File: config.mk
export PLATFORM = sky130hd
export DESIGN_NAME = boot_overlay_mem
export DESIGN_NICKNAME = d
export VERILOG_FILES = /design/src/rtl/boot_ovl_pkg.sv /design/src/rtl/boot_ovl_rom.sv /design/src/rtl/boot_ovl_ram.sv /design/src/rtl/boot_ovl_ctrl.sv /design/src/rtl/boot_overlay_mem.sv
export SDC_FILE = /design/constraint.sdc
export NUM_CORES = 2
export LEC_CHECK = 0
export ABC_AREA = 1
export BUFFER_PORTS_ARGS = -buffer_cell sky130_fd_sc_hd__buf_2
export CELL_PAD_IN_SITES_DETAIL_PLACEMENT = 1
export CELL_PAD_IN_SITES_GLOBAL_PLACEMENT = 2
export CORE_MARGIN = 2
export CORE_UTILIZATION = 40
export CTS_BUF_LIST = sky130_fd_sc_hd__clkbuf_8
export CTS_CLUSTER_DIAMETER = 50
export DETAILED_ROUTE_END_ITERATION = 6
export PLACE_DENSITY_LB_ADDON = 0.1
export RECOVER_POWER = 50
export SLEW_MARGIN = 5
export SYNTH_ARGS = -nofsm -noshare
export SYNTH_HDL_FRONTEND = slang
export SYNTH_SLANG_ARGS = --single-unit
File: constraint.sdc
create_clock -name clk -period 3.1 [get_ports clk]
set_input_delay 0.775 -clock clk [delete_from_list [all_inputs] [get_ports clk]]
set_output_delay 0.775 -clock clk [all_outputs]
set_load 0.01 [all_outputs]
File: src/rtl/boot_ovl_pkg.sv
// Package: shared widths and boot image for the boot overlay.
// Assumes the boot image is exactly 2**BOOT_AW bytes placed at address zero.
package boot_ovl_pkg;
    localparam int MEM_AW  = 8;
    localparam int DATA_W  = 8;
    localparam int BOOT_AW = 5;

    // Return one byte of the fixed boot program.
    function automatic logic [DATA_W-1:0] boot_image(input logic [BOOT_AW-1:0] idx);
        logic [DATA_W-1:0] b;
        case (idx)
            5'd0:  b = 8'hDB; 5'd1:  b = 8'hFC; 5'd2:  b = 8'hAF; 5'd3:  b = 8'h6F;
            5'd4:  b = 8'h67; 5'd5:  b = 8'h3C; 5'd6:  b = 8'hD3; 5'd7:  b = 8'hFA;
            5'd8:  b = 8'h3E; 5'd9:  b = 8'h8C; 5'd10: b = 8'hD3; 5'd11: b = 8'hF8;
            5'd12: b = 8'hDB; 5'd13: b = 8'hFC; 5'd14: b = 8'hB7; 5'd15: b = 8'hF2;
            5'd16: b = 8'h19; 5'd17: b = 8'h00; 5'd18: b = 8'hDB; 5'd19: b = 8'hFB;
            5'd20: b = 8'h77; 5'd21: b = 8'h23; 5'd22: b = 8'hC3; 5'd23: b = 8'h0C;
            5'd24: b = 8'h00; 5'd25: b = 8'hDB; 5'd26: b = 8'hF8; 5'd27: b = 8'hB7;
            5'd28: b = 8'hCA; 5'd29: b = 8'h7D; 5'd30: b = 8'h00; default: b = 8'h76;
        endcase
        return b;
    endfunction
endpackage

File: src/rtl/boot_ovl_rom.sv
// Module: boot_ovl_rom
// Combinational lookup of the boot image. It assumes the caller only uses
// the result for addresses inside the boot range.
module boot_ovl_rom
    import boot_ovl_pkg::*;
#(
    parameter int AW = BOOT_AW,
    parameter int DW = DATA_W
) (
    input  logic [AW-1:0] idx,
    output logic [DW-1:0] rom_q
);
    // Pick the image byte for the low address bits.
    always_comb begin
        rom_q = DW'(boot_image(BOOT_AW'(idx)));
    end
endmodule

File: src/rtl/boot_ovl_ram.sv
// Module: boot_ovl_ram
// Byte RAM with a synchronous write and a combinational read port.
// The read port shows the content before a write in the same cycle.
// Contents are not reset.
module boot_ovl_ram #(
    parameter int AW = 8,
    parameter int DW = 8
) (
    input  logic          clk,
    input  logic          rst_n,
    input  logic [AW-1:0] addr,
    input  logic          wr_en,
    input  logic [DW-1:0] wr_data,
    output logic [DW-1:0] ram_q
);
    localparam int DEPTH = 1 << AW;

    logic [DW-1:0] mem [DEPTH];

    // Store a byte on every write strobe, whatever the overlay state.
    always_ff @(posedge clk) begin
        if (wr_en) mem[addr] <= wr_data;
    end

    // Present the stored byte at the current address.
    always_comb begin
        ram_q = mem[addr];
    end

    // a written byte is found in storage on the next clock.
    p_write_lands_r4: assert property (@(posedge clk) disable iff (!rst_n)
        wr_en |=> mem[$past(addr)] == $past(wr_data));
endmodule

File: src/rtl/boot_ovl_ctrl.sv
// Module: boot_ovl_ctrl
// Keeps the overlay flag and decides whether a read is served by ROM.
// The flag is loaded from the strap during synchronous reset and is cleared
// by a read whose address has bit TRIG_BIT set. It is never set again until reset.
module boot_ovl_ctrl #(
    parameter int AW       = 8,
    parameter int BOOT_W   = 5,
    parameter int TRIG_BIT = BOOT_W
) (
    input  logic          clk,
    input  logic          rst_n,
    input  logic          boot_strap,
    input  logic [AW-1:0] addr,
    input  logic          rd_en,
    output logic          overlay_on,
    output logic          use_rom
);
    logic in_boot_range;
    logic trigger;

    // Decode the boot range and the trigger read.
    always_comb begin
        in_boot_range = (addr[AW-1:BOOT_W] == '0);
        trigger       = rd_en && addr[TRIG_BIT];
        use_rom       = overlay_on && in_boot_range;
    end

    // Load the flag from the strap at reset; clear it after a trigger read.
    always_ff @(posedge clk) begin
        if (!rst_n)       overlay_on <= boot_strap;
        else if (trigger) overlay_on <= 1'b0;
    end

    // a trigger read switches the overlay off.
    p_trigger_off_r5: assert property (@(posedge clk) disable iff (!rst_n)
        (rd_en && addr[TRIG_BIT]) |=> !overlay_on);
    // once off, it stays off until reset.
    p_stays_off_r5: assert property (@(posedge clk) disable iff (!rst_n)
        !overlay_on |=> !overlay_on);
    // no read with bit 5 set means no change.
    p_no_false_off_r6: assert property (@(posedge clk) disable iff (!rst_n)
        (overlay_on && !(rd_en && addr[TRIG_BIT])) |=> overlay_on);
endmodule

File: src/rtl/boot_overlay_mem.sv
// Module: boot_overlay_mem (top)
// A 256-byte RAM window with a 32-byte boot image overlaid on reads of the
// lowest addresses until the first read with address bit 5 set.
// Assumes single-cycle strobes sampled on the rising clock edge. Read data is
// registered and held while no read is made.
module boot_overlay_mem
    import boot_ovl_pkg::*;
#(
    parameter int AW = MEM_AW,
    parameter int DW = DATA_W,
    parameter int BW = BOOT_AW
) (
    input  logic          clk,
    input  logic          rst_n,
    input  logic          boot_strap,
    input  logic [AW-1:0] addr,
    input  logic          rd_en,
    input  logic          wr_en,
    input  logic [DW-1:0] wr_data,
    output logic [DW-1:0] rd_data
);
    logic [DW-1:0] rom_q;
    logic [DW-1:0] ram_q;
    logic          overlay_on;
    logic          use_rom;

    boot_ovl_rom #(.AW(BW), .DW(DW)) u_rom (
        .idx   (addr[BW-1:0]),
        .rom_q (rom_q)
    );

    boot_ovl_ram #(.AW(AW), .DW(DW)) u_ram (
        .clk     (clk),
        .rst_n   (rst_n),
        .addr    (addr),
        .wr_en   (wr_en),
        .wr_data (wr_data),
        .ram_q   (ram_q)
    );

    boot_ovl_ctrl #(.AW(AW), .BOOT_W(BW), .TRIG_BIT(BW)) u_ctrl (
        .clk        (clk),
        .rst_n      (rst_n),
        .boot_strap (boot_strap),
        .addr       (addr),
        .rd_en      (rd_en),
        .overlay_on (overlay_on),
        .use_rom    (use_rom)
    );

    // Register the selected byte on a read; hold it otherwise.
    always_ff @(posedge clk) begin
        if (!rst_n)     rd_data <= '0;
        else if (rd_en) rd_data <= use_rom ? rom_q : ram_q;
    end

    // the output holds when no read is made.
    p_hold_r9: assert property (@(posedge clk) disable iff (!rst_n)
        !rd_en |=> $stable(rd_data));
    // a read in the boot range with the overlay on shows the image byte.
    p_rom_read_r2: assert property (@(posedge clk) disable iff (!rst_n)
        (rd_en && overlay_on && addr < AW'(1 << BW)) |=> rd_data == $past(rom_q));
    // a read outside the boot range shows the RAM byte.
    p_ram_read_r3: assert property (@(posedge clk) disable iff (!rst_n)
        (rd_en && addr >= AW'(1 << BW)) |=> rd_data == $past(ram_q));
endmodule

==> results.md <==
* Cell Area, Synth at 85710 um2
* WHS at 0.1667 ns
* VDD IR max at 457.3 uV
* Critical path startpoint: wr_data[6]
* Leading area contributor after synthesis: edfxtp_1
* Port Buffers at 28
* Site row count at 169
* Layout cells sized above 1 at 14.81%
* Worst path cell trace: clkbuf_2 -> clkbuf_1
* CTS tree: built
* Worst setup SP type: input pin
* Fmax at 361.6 MHz
* Slew HR at -89.00%
* Max incr delay on CP at 1.29 ns
* DR DRC count at 0
* Initial Util at 40.33%
* Clock slew seen by the registers of the worst setup and hold paths at 0.06 ns
* Placed Area at 96060 um2
* Initial drt markers at 5153
* WP data arrival at 3.38 ns
* Final core utilization at 48.15%
* Max Clock Skew at 0.07318 ns
* Max-Cap Viols at 14
* Final ANT Viol Nets at 0
* Ranking of synthesized cells by area: edfxtp_1 (72%), nand2_1 (14%), nor2_1 (3.6%)
* Comb power frac at 7.4%
* Post-Syn Nets at 8017
* Net Sw Frac at 24.57%
* Pins Over Slew Limit at 800
* Critical Path Sink: u_ram.mem[98][6]
* Synth warn at 0
* Share of Yosys cell area claimed by the top area cell type at 71.79%
* Reg-to-Reg Start: u_ram.mem[39][6]
* Die W at 466.9 um
* Drt total wl at 292800 um
* H-tree levels at 5
* Status: finished, violations left
* Total CTS buffers at 378
* Syn-to-layout area delta at 19.38%
* Grt ovf at 0
* GRT Total Usage at 26.81%
* Clock buffer depth at 4
* Final Instance Area at 102300 um2
* WS Path Type: input pin to register
* Fin crit period at 2.765 ns
* Root Buffer: clkbuf_8
* Sequential area share after synthesis at 71.98%
* Largest net degree at the start of global routing at 99
* Critical path's slowest cell: clkbuf_2
* Endpoints failing setup at 0
* Die extent in y at 466.9 um
* Count of different cell masters after synthesis at 34
* Synth Area per Inst at 10.73 um2
* Routed length per instance at 24.51 um
* Pwr per Cell Area at 572.7 nW/um2
* Fin crit share at 89.21%
* Core area at 212500 um2
* Register share of total power at 52.4%
* GPL Wtd Cong at 0.8593
* Switch Pwr at 14400 uW
* Die ar. at 218000 um2
* Antenna violations before repair at 19
* Flop2flop setup slack at 0.74 ns
* I/O pin count at 29
* WP depth at 2
* Layout Nets at 8891
* Synthesis-stage register bit count at 2057
* CP bufs+invs at 2
* HPWL after DPL at 193100 um
* Via count at 61040
* Total power at 58600 uW
* R2R depth at 15
* Data required, critical path at 3.71 ns
* RSZ-0062 raised after global routing: no
* Lkg Pwr at 0.04144 uW
* Clk sinks at 2057
* Vias in the first global route at 63130
* Final hold violation count at 0
* TritonRoute pass-1 iters at 5
* Kind of cell adding the most delay to the critical path: buffers and inverters
* Vias per inst at 5.110
* Clk pwr share at 40.1%
* Worst-margin pin slew at 2.835 ns
* Worst Hold Class: input pin to register
* Crit end category: register
* Worst Path Max Fanout at 49
* Violated checks: max-capacitance violations, max-slew violations
* Reg-to-reg endpoint: rd_data[6]
* Int Power at 44200 uW
* Post-Syn Instances at 7988
* First-pass GRT wire length at 428400 um
* Skew-Pair Late Insertion Delay at 1.08 ns
-- layout make-up --
type	count	area, um2
antenna	11	27.53
clock buffer	384	5285
clock inverter	248	1284
fill	23150	110200
inverter	597	2266
multi-input combinational	4930	19950
sequential	2057	61690
tap	2821	3530
timing repair buffer	898	8288
-- cell families after synthesis --
logic type      after synthesis  synth area share [%]
compound gates              383                 2.321
fa+ha+maj                     8                0.1168
buf+inv                    1001                 4.818
flops                      2057                 71.98
simple gates               4539                 20.77
-- layer usage --
| metal | global-route usage (%) | vias up | wire length, um |
|---|---|---|---|
| met2 | 43.70 | 1584 | 138300 |
| met5 | 0 | - | 24 |
| li1 | - | 28120 | - |
| met1 | 37.31 | 30850 | 131500 |
| met4 | 8.365 | 4 | 8527 |
| met3 | 3.462 | 482 | 14530 |
-- how the worst min path moves through the flow --
stage                    start          endpoint  slack [ns]  cells past startpoint
CTS                      rst_n        rd_data[2]        0.05                      3
detailed placement  rd_data[6]        rd_data[6]        0.66                      2
finish              wr_data[3]  u_ram.mem[67][3]        0.17                      1
global route        wr_data[3]  u_ram.mem[66][3]         0.1                      1
floorplan           rd_data[0]        rd_data[0]        0.49                      2
global placement    rd_data[3]        rd_data[3]        0.67                      2
-- placed cells by master, fill, tap and decap left out, types with 5 or more instances in the layout --
cell / count
clkbuf_1: 24
nor2_4: 7
nand2_2: 6
a21oi_1: 109
nor2_1: 826
bufinv_16: 10
dfxtp_1: 8
buf_4: 700
edfxtp_1: 2049
clkinvlp_4: 8
buf_2: 16
o211ai_1: 18
o21ai_0: 214
nand2_1: 3124
clkinv_2: 40
nand3_1: 547
o22ai_1: 5
o21ai_1: 29
buf_12: 135
clkbuf_2: 18
ha_1: 8
or2_2: 9
inv_1: 705
clkinv_1: 73
nor3_1: 12
clkbuf_8: 384
diode_2: 11
-- synth_stat cells --
cell and instances:
nor4_1 1, or2_2 9, buf_6 4, dfxtp_1 8, inv_4 1, a21oi_1 109, clkbuf_1 136, nand2_4 1
inv_1 590, nor2_2 3, a211oi_1 1, o21bai_1 4, ha_1 8, nor2_4 1, a221oi_1 1, buf_1 15
nand2_2 1, buf_4 11, inv_2 6, nand2_1 3129, buf_2 237, o22ai_1 5, o21ai_1 29, o21ai_0 214
nor3_1 12, o221ai_1 1, o211ai_1 18, nand4_1 2, nand3_1 549, a31oi_1 1, nand3b_1 1, edfxtp_1 2049
nor2_1 830, clkbuf_2 1
-- what timing repair did --
item,in CTS,in global routing
hold endpoints to repair,1,0
setup endpoints to repair,0,0
setup buffers,0,0
resized for setup,0,0
hold buffers,1,0
-- state kept, by name, indices dropped and copies added, names as in the netlist --
register / cells
u_ctrl.overlay_on: 1
rd_data: 8
u_ram.mem: 2048
-- power groups by stage --
stage | clock network [uW] | registers, uW | logic (uW)
after floorplan | 0 | 31300 | 1780
after detailed placement | 0 | 31300 | 4410
final | 23500 | 30700 | 4350
after global routing | 25200 | 30700 | 4700
after CTS | 24100 | 30700 | 4430
after global placement | 0 | 31300 | 4370
-- per-stage QoR --
stage	TNS (ns)	cells	setup slack [ns]
6_report	0	11950	0.3346
3_5_place_dp	-122.90	11300	-0.4299
3_3_place_gp	-111.06	11300	-0.4251
2_1_floorplan	0	7988	0.08546
5_1_grt	0	11940	0.2785
4_1_cts	0	11940	0.3711
Note: power is estimated with default switching activity, not from simulation.
